File: src/rtl/rfp_pkg.sv
package rfp_pkg;
  localparam int TYPE_W    = 8;
  localparam int CFG_W     = 32;
  localparam int NUM_KNOWN = 14;
  localparam int CTL_W     = 3;
  localparam int CTL_AUTO  = 0;
  localparam int CTL_ACC   = 1;
  localparam int CTL_REJ   = 2;

  localparam logic [CFG_W-1:0] CFG_RESET = 32'h1000_1555;
  localparam logic [CFG_W-1:0] CFG_MASK  = 32'h3FFF_FFFF;

  typedef enum logic [1:0] {
    POL_ACCEPT = 2'b00,
    POL_REJECT = 2'b01,
    POL_HOLD   = 2'b10,
    POL_RSVD   = 2'b11
  } policy_t;

  localparam logic [1:0] DEC_ACCEPT = 2'b00;
  localparam logic [1:0] DEC_REJECT = 2'b01;
  localparam logic [1:0] DEC_HOLD   = 2'b10;

  typedef struct packed {
    logic emitAccept;
    logic emitReject;
    logic emitHold;
  } emit_t;

  // Known type code for table slot idx; slot idx owns field LSB 2*(NUM_KNOWN-idx).
  function automatic logic [TYPE_W-1:0] knownType(input int idx);
    case (idx)
      0:       return 8'h27;
      1:       return 8'h34;
      2:       return 8'h39;
      3:       return 8'h41;
      4:       return 8'h46;
      5:       return 8'h58;
      6:       return 8'h5F;
      7:       return 8'hA1;
      8:       return 8'hA6;
      9:       return 8'hB8;
      10:      return 8'hBF;
      11:      return 8'hC7;
      12:      return 8'hD4;
      default: return 8'hD9;
    endcase
  endfunction
endpackage

File: src/rtl/rfp_policy_dp.sv
module rfp_policy_dp
  import rfp_pkg::*;
#(
  parameter int NK = NUM_KNOWN
) (
  input  logic              clk,
  input  logic              rst_n,
  input  logic [TYPE_W-1:0] frmType,
  input  logic              cfgWe,
  input  logic [CFG_W-1:0]  cfgWdata,
  input  logic              ctlSetWe,
  input  logic              ctlClrWe,
  input  logic [CTL_W-1:0]  ctlWdata,
  input  emit_t             emit,
  output logic [CFG_W-1:0]  cfgRdata,
  output logic [CTL_W-1:0]  ctlRdata,
  output policy_t           policy,
  output logic              autoAccept,
  output logic              relAccept,
  output logic              relReject,
  output logic              decValid,
  output logic [1:0]        decKind
);
  logic [CFG_W-1:0] cfgReg;
  logic             autoReg;
  logic [NK-1:0]    hit;
  logic [1:0]       field [NK];
  logic [1:0]       polRaw;

  always_ff @(posedge clk or negedge rst_n) begin
    if (!rst_n)     cfgReg <= CFG_RESET;
    else if (cfgWe) cfgReg <= cfgWdata & CFG_MASK;
  end

  // Set first, clear applied last so clear wins on a same-cycle collision.
  always_ff @(posedge clk or negedge rst_n) begin
    if (!rst_n) autoReg <= 1'b0;
    else begin
      if (ctlSetWe && ctlWdata[CTL_AUTO]) autoReg <= 1'b1;
      if (ctlClrWe && ctlWdata[CTL_AUTO]) autoReg <= 1'b0;
    end
  end

  genvar g;
  generate
    for (g = 0; g < NK; g++) begin : gLookup
      localparam int LSB = 2 * (NK - g);
      assign hit[g]   = (frmType == knownType(g));
      assign field[g] = cfgReg[LSB +: 2];
    end
  endgenerate

  always_comb begin
    polRaw = cfgReg[1:0];
    for (int i = 0; i < NK; i++)
      if (hit[i]) polRaw = field[i];
  end

  assign policy     = policy_t'(polRaw);
  assign autoAccept = autoReg;
  assign relAccept  = ctlSetWe && ctlWdata[CTL_ACC];
  assign relReject  = ctlSetWe && ctlWdata[CTL_REJ];
  assign cfgRdata   = cfgReg;
  assign ctlRdata   = {{(CTL_W-1){1'b0}}, autoReg};

  always_ff @(posedge clk or negedge rst_n) begin
    if (!rst_n) begin
      decValid <= 1'b0;
      decKind  <= DEC_ACCEPT;
    end else begin
      decValid <= emit.emitAccept || emit.emitReject || emit.emitHold;
      decKind  <= emit.emitReject ? DEC_REJECT :
                  emit.emitHold   ? DEC_HOLD   : DEC_ACCEPT;
    end
  end

  // the controller never asks for two verdicts at once
  a_r2_single_emit: assert property (@(posedge clk) disable iff (!rst_n)
    $onehot0({emit.emitAccept, emit.emitReject, emit.emitHold}));
  // every requested verdict shows on the decision output next cycle
  a_r2_emit_shown: assert property (@(posedge clk) disable iff (!rst_n)
    (emit.emitAccept || emit.emitReject || emit.emitHold) |=> decValid);
  // policy register only moves on a write
  a_r5_cfg_stable: assert property (@(posedge clk) disable iff (!rst_n)
    !cfgWe |=> $stable(cfgRdata));
  // a reject request is never shown as accept
  a_r8_reject_shown: assert property (@(posedge clk) disable iff (!rst_n)
    emit.emitReject |=> (decKind == DEC_REJECT));
endmodule

File: src/rtl/rfp_hold_ctl.sv
module rfp_hold_ctl
  import rfp_pkg::*;
(
  input  logic    clk,
  input  logic    rst_n,
  input  logic    frmValid,
  input  policy_t policy,
  input  logic    autoAccept,
  input  logic    relAccept,
  input  logic    relReject,
  output logic    frmReady,
  output logic    busy,
  output emit_t   emit
);
  typedef enum logic {ST_IDLE, ST_HELD} state_t;
  state_t state, stateNext;

  always_comb begin
    emit      = '0;
    stateNext = state;
    unique case (state)
      ST_IDLE: if (frmValid) begin
        unique case (policy)
          POL_ACCEPT: emit.emitAccept = 1'b1;
          POL_HOLD: begin
            if (autoAccept) emit.emitAccept = 1'b1;
            else begin
              emit.emitHold = 1'b1;
              stateNext     = ST_HELD;
            end
          end
          default: emit.emitReject = 1'b1;
        endcase
      end
      ST_HELD: begin
        if (relReject) begin
          emit.emitReject = 1'b1;
          stateNext       = ST_IDLE;
        end else if (relAccept || autoAccept) begin
          emit.emitAccept = 1'b1;
          stateNext       = ST_IDLE;
        end
      end
    endcase
  end

  always_ff @(posedge clk or negedge rst_n) begin
    if (!rst_n) state <= ST_IDLE;
    else        state <= stateNext;
  end

  assign frmReady = (state == ST_IDLE);
  assign busy     = (state == ST_HELD);

  // a held frame stays held until some release arrives
  a_r6_stay_held: assert property (@(posedge clk) disable iff (!rst_n)
    (busy && !relAccept && !relReject && !autoAccept) |=> busy);
  // any host release ends the hold at once
  a_r7_release_ends: assert property (@(posedge clk) disable iff (!rst_n)
    (busy && (relAccept || relReject)) |=> !busy);
  // with auto-accept on, a taken frame never becomes held
  a_r11_auto_no_hold: assert property (@(posedge clk) disable iff (!rst_n)
    (frmValid && frmReady && autoAccept) |=> !busy);
endmodule

File: src/rtl/rx_frame_policy.sv
module rx_frame_policy
  import rfp_pkg::*;
(
  input  logic        clk,
  input  logic        rst_n,
  input  logic        frmValid,
  input  logic [7:0]  frmType,
  output logic        frmReady,
  output logic        busy,
  output logic        decValid,
  output logic [1:0]  decKind,
  input  logic        cfgWe,
  input  logic [31:0] cfgWdata,
  output logic [31:0] cfgRdata,
  input  logic        ctlSetWe,
  input  logic        ctlClrWe,
  input  logic [2:0]  ctlWdata,
  output logic [2:0]  ctlRdata
);
  emit_t   emit;
  policy_t policy;
  logic    autoAccept, relAccept, relReject;

  rfp_policy_dp #(.NK(NUM_KNOWN)) dp_i (
    .clk(clk), .rst_n(rst_n), .frmType(frmType),
    .cfgWe(cfgWe), .cfgWdata(cfgWdata),
    .ctlSetWe(ctlSetWe), .ctlClrWe(ctlClrWe), .ctlWdata(ctlWdata),
    .emit(emit), .cfgRdata(cfgRdata), .ctlRdata(ctlRdata),
    .policy(policy), .autoAccept(autoAccept),
    .relAccept(relAccept), .relReject(relReject),
    .decValid(decValid), .decKind(decKind)
  );

  rfp_hold_ctl ctl_i (
    .clk(clk), .rst_n(rst_n), .frmValid(frmValid), .policy(policy),
    .autoAccept(autoAccept), .relAccept(relAccept), .relReject(relReject),
    .frmReady(frmReady), .busy(busy), .emit(emit)
  );
endmodule

File: config.mk
export PLATFORM = sky130hd
export DESIGN_NAME = rx_frame_policy
export DESIGN_NICKNAME = d
export VERILOG_FILES = /design/src/rtl/rfp_pkg.sv /design/src/rtl/rfp_policy_dp.sv /design/src/rtl/rfp_hold_ctl.sv /design/src/rtl/rx_frame_policy.sv
export SDC_FILE = /design/constraint.sdc
export NUM_CORES = 1
export LEC_CHECK = 0
export CAP_MARGIN = 5
export CORE_ASPECT_RATIO = 1.5
export CORE_MARGIN = 2
export CORE_UTILIZATION = 45
export DETAILED_ROUTE_END_ITERATION = 6
export PLACE_DENSITY = 0.86
export SKIP_LAST_GASP = 1
export SLEW_MARGIN = 20
export SYNTH_ARGS = -nofsm -noshare
export SYNTH_HDL_FRONTEND = slang
export SYNTH_SLANG_ARGS = --single-unit
export TNS_END_PERCENT = 5
File: constraint.sdc
create_clock -name clk -period 6.3 [get_ports clk]
set_input_delay 1.26 -clock clk [delete_from_list [all_inputs] [get_ports clk]]
set_output_delay 1.26 -clock clk [all_outputs]
set_load 0.01 [all_outputs]
# Word level (Yosys, flattened, before mapping)
# Index checks and enable logic that the tools add are counted.
# totals
input_bits	49
elab_cells	64
reg_bits	35
output_inout_bits	40
# op_classes
n_reduce_logical	10
n_eq_ne	15
muxes	33
n_bitwise	1
# op_table
op	count
$eq 8x8->1 const B	7
$eq 8x7->1 const B	4
$mux 2	16
$eq 8x6->1 const B	3
$mux 1	13
$logic_and 1x1->1	4
$pmux 1 s2	2
$pmux 2 s2	1
$logic_or 1x1->1	3
$mux 3	1
$eq 2x2->1 const B	1
$logic_not 2->1	1
$reduce_bool 2->1	1
$reduce_or 2->1	1
$not 1->1	1

# Depth between registers and ports, before layout
# depth
ltp_word	22
depth_mapped	7

# Hierarchy
# From an unflattened synthesis, not the netlist that was laid out.
# hier_totals
cells_unflattened	197
hier_area_um2	2139.6
# modules_own_cells
module	cells_each	instances	area_each_um2
rfp_policy_dp	184	1	2030.7
rfp_hold_ctl	13	1	108.9

# Least setup slack after synthesis
# OpenSTA, ideal clock, no wires.
# synth_timing
path_kind	input -> register
from	input frmType[7]
to	register ctl_i.state, in the netlist ctl_i.busy
setup_time_ps	131
arrival_time_ps	2935
stages	7
setup_slack_ps	3234
path_buffers	1
path_cell_list	buf_6 > or3b_1 > o31ai_1 > a31oi_1 > a2111o_1 > a2111oi_4 > o31ai_1
# synth_between
elab_chain_cells	19
word_cells_on_any_way	32
# synth_lines
item	line	rtl
from (decl)	rx_frame_policy.sv:7	input logic [7:0] frmType,
$eq 8x6->1	rfp_policy_dp.sv:48	assign hit[g] = (frmType == knownType(g));
$mux 2 (13 in series)	rfp_policy_dp.sv:56	if (hit[i]) polRaw = field[i];
$mux 2 *	rfp_policy_dp.sv:56	
$eq 2x2->1 *	rfp_hold_ctl.sv:23	unique case (policy)
$mux 1 *	rfp_hold_ctl.sv:23	
$mux 1 *	rfp_hold_ctl.sv:22	ST_IDLE: if (frmValid) begin
$pmux 1 s2 *	rfp_hold_ctl.sv:21	unique case (state)
via ctl_i.stateNext	rfp_hold_ctl.sv:16	state_t state, stateNext;
to (signal assigned)	rfp_hold_ctl.sv:49	else state <= stateNext;
to (decl)	rfp_hold_ctl.sv:16	
# Mark *: on every way through the listed nets, which the timed path passes. The rest lies on a longest branch.
# A chain may end at the register's enable or synchronous reset.

# Worst setup path after layout
# layout_timing
from	input frmType[0]
to	register ctl_i.state, in the netlist ctl_i.busy
# Same word-level chain as after synthesis.

==> flow_summary_export.csv <==
group,metric,value,unit
run_status,outcome,"completed",
detailed_routing,vias,1904,
clock_network,cts_buffer_depth,2,
power_and_ir_drop,p_switching,0.000161,W
clock_network,cts_root_buf,"clkbuf_8",
power_and_ir_drop,pwr-share-comb,26.5,%
detailed_routing,ant_nets,0,
setup_path,crit_required,6.46,ns
floorplanning,die-area,0.00516,mm^2
synth,ys_async_sr_fraction,100,%
clock_network,ctsResizeCount,0,
setup_path,cp_cell_sequence,"clkdlybuf4s50_1 > or4_1 > a2111o_1 > a222oi_1 > a22oi_1 > o211ai_2 > o31ai_1",
worst_hold_path,min_delay_path_depth,1,
worst_hold_path,hp-class,"reg2reg",
setup_path,cp-start-kind,"input pin",
synth,synthesis.area,0.00207,mm^2
detailed_routing,dr.pass1.iters,4,
clock_network,cts_tree,"done",
sta,setup_slack,2.48,ns
floorplanning,io_pins,89,
power_and_ir_drop,cellPowerDensity,204,mW/mm^2
detailed_routing,drcViolationCount,0,
setup_path,crit_type,"in2reg",
detailed_routing,first_iter_violations,83,
setup_path,path_buf_inv,1,
synth,ys_ff_latch,35,
clock_network,clk_pin_slew,0.07,ns
final_layout,fillerInstances,355,
placed_design,dp_hpwl,3.95,mm
global_route,overflow,0,
sta,fmax,262,MHz
floorplanning,design.core.area,0.00447,mm^2
detailed_routing,wl_per_cell,16.8,um
clock_network,cts_hold_buffers,0,
setup_path,rr_startpoint,"dp_i.cfgRdata[19]$_DFFE_PN0P_",
detailed_routing,vias_per_cell,5.95,
power_and_ir_drop,power.leakage,1.13,nW
final_layout,drive_gt1_share,18.8,%
sta,tns,0,ns
power_and_ir_drop,ir_drop,0.000159,V
sta,slew_violations,0,
clock_network,clock-sinks,35,
global_route,grtUsageTotal,22.0,%
sta,min_period,3.82,ns
setup_path,worstPathArrival,3.98,ns
setup_path,worstSetupEndpoint,"ctl_i.busy$_DFF_PN0_",
placed_design,dp_slack,2.26,ns
final_layout,area_delta_synth_final,44.8,%
placed_design,portBuffers,82,
sta,rsz0062_at_grt,"no",
clock_network,postCtsSetupBuffers,0,
power_and_ir_drop,power_frac_seq,44.4,%
sta,fin_skew,0.00548,ns
sta,hold_viol,0,
setup_path,r2r_end,"ctl_i.busy$_DFF_PN0_",
global_route,grt_antenna_before_repair,0,
setup_path,crit_cells,7,
final_layout,nets,320,
synth,syn_inst,191,
synth,synth_edf_count,0,
synth,syn_avg_cell_area,10.8,um^2
setup_path,crit_start,"frmType[0]",
power_and_ir_drop,p_sw_share,26.3,%
sta,slew_headroom,45.4,%
detailed_routing,routed_wl,5.36,mm
power_and_ir_drop,clockPowerShare,29.1,%
clock_network,clk_latency,0.29,ns
global_route,grt_max_degree,36,
clock_network,htreeDepth,2,
setup_path,reg2reg_depth,6,
global_route,grt_pass1_vias,1803,
placed_design,place.gp.congestion,0.852,
sta,tightest_slew,0.807,ns
setup_path,cp-end-kind,"flip-flop",
sta,fin_crit_sh,60.7,%
final_layout,antennaDiodeCount,0,
power_and_ir_drop,p_int,0.000450,W
setup_path,worst_path_dominant_cell_family,"compound AO/OA/AOI/OAI gates",
floorplanning,start_util,46.3,%
global_route,grt_pass1_wl,8.65,mm
synth,ys.flop_type,"dfrtp_1",
setup_path,cpMaxStageDelayCell,"clkdlybuf4s50_1",
setup_path,slowest_delay,0.70,ns
final_layout,final_common_cell,"clkdlybuf4s50_1",
setup_path,cp_max_fo,18,
sta,report.final.setup_viol,0,
job,max_cap_viol_count,0,
floorplanning,fp.dieH,87.0,um
clock_network,cts_buffers,5,
synth,yosysSeqAreaShare,42.9,%
floorplanning,die_x,59.3,um
final_layout,final_cell_mix,"82 x clkdlybuf4s50_1, 29 x mux2_2, 27 x dfrtp_1, 10 x nand2_1, 8 x dfstp_2",
power_and_ir_drop,p_total,0.000611,W
synth,yosysWarnings,0,
setup_path,regToRegSetupSlack,3.98,ns
floorplanning,rows,30,
synth,netlist-cell-type-count,54,
[synth_stat cells (3+ instances only)]
master,number,share of area (%)
a211oi_1,3,1.1
a21oi_1,7,1.7
a22oi_1,3,1.1
a31oi_1,4,1.2
buf_1,3,0.54
buf_4,5,1.8
clkbuf_1,3,0.54
dfrtp_1,27,33
dfstp_2,8,10
inv_1,4,0.73
mux2_2,29,16
nand2_1,10,1.8
nand2b_1,3,0.91
nand3_1,5,1.2
nand4b_1,7,3.0
nor2_1,5,0.91
nor2b_1,3,0.91
nor3_1,6,1.5
nor4b_1,3,1.3
o21ai_0,7,1.7
[layer usage]
layer | vias up | share of wire [%] | track usage (%)
met5 | - | 0 | 0
met4 | 0 | 1.3 | 7.44
met3 | 5 | 5.5 | 2.67
met2 | 71 | 55 | 38.9
met1 | 931 | 38 | 26.9
li1 | 897 | - | -
[kinds of logic (layout without fill, tap and decap cells)]
logic type,Yosys count,in the layout,synth area share (%)
AO/OA/AOI/OAI,44,44,16.2
flip-flops,35,35,42.9
other,1,4,0.181
multiplexers,29,29,15.8
AND/OR/NAND/NOR,64,64,20.3
buffers and inverters,18,96,4.66
[registers in the layout, summed over array words and instances (netlist names)]
register	flops
ctl_i.busy	1
dp_i.decValid	1
dp_i.cfgRdata	30
dp_i.decKind	2
dp_i.autoAccept	1
[worst min path at each step]
stage,startpoint,to,slack [ns]
floorplan,dp_i.autoAccept$_DFFE_PN0P_,dp_i.autoAccept$_DFFE_PN0P_,0.52
global placement,dp_i.cfgRdata[18]$_DFFE_PN0P_,dp_i.cfgRdata[18]$_DFFE_PN0P_,0.53
detailed placement,dp_i.cfgRdata[16]$_DFFE_PN0P_,dp_i.cfgRdata[16]$_DFFE_PN0P_,0.53
CTS,dp_i.cfgRdata[16]$_DFFE_PN0P_,dp_i.cfgRdata[16]$_DFFE_PN0P_,0.54
global route,dp_i.cfgRdata[16]$_DFFE_PN0P_,dp_i.cfgRdata[16]$_DFFE_PN0P_,0.56
finish,dp_i.cfgRdata[22]$_DFFE_PN0P_,dp_i.cfgRdata[22]$_DFFE_PN0P_,0.54
[area by class of cell]
class                   instances  area, um^2  share of cell area [%]
repair buffers                 84         836                    27.9
inverters                       4        15.0                   0.502
clock buffers                   8         100                    3.34
flip-flops and latches         35         886                    29.6
multi-input cells             141        1100                    36.6
well taps                      48        60.1                    2.01
[power by group through the flow]
stage	clock (W)	sequential (W)	combinational, W
3_5_place_dp	0	0.000276	0.000162
2_1_floorplan	0	0.000283	0.0000596
4_1_cts	0.000182	0.000272	0.000163
3_3_place_gp	0	0.000275	0.000159
5_1_grt	0.000193	0.000275	0.000174
6_report	0.000178	0.000271	0.000162
[through the flow]
step                      area [um^2]  hold slack [ns]  utilization (%)  std cells
final                            2990            0.541             67.0        320
after global routing             2990            0.563             67.0        320
after CTS                        2990            0.542             67.0        320
after detailed placement         2890            0.528             64.8        312
after global placement           2890            0.525             64.8        312
after floorplan                  2080            0.518                -        194
Power figures use the tool's default switching activity.
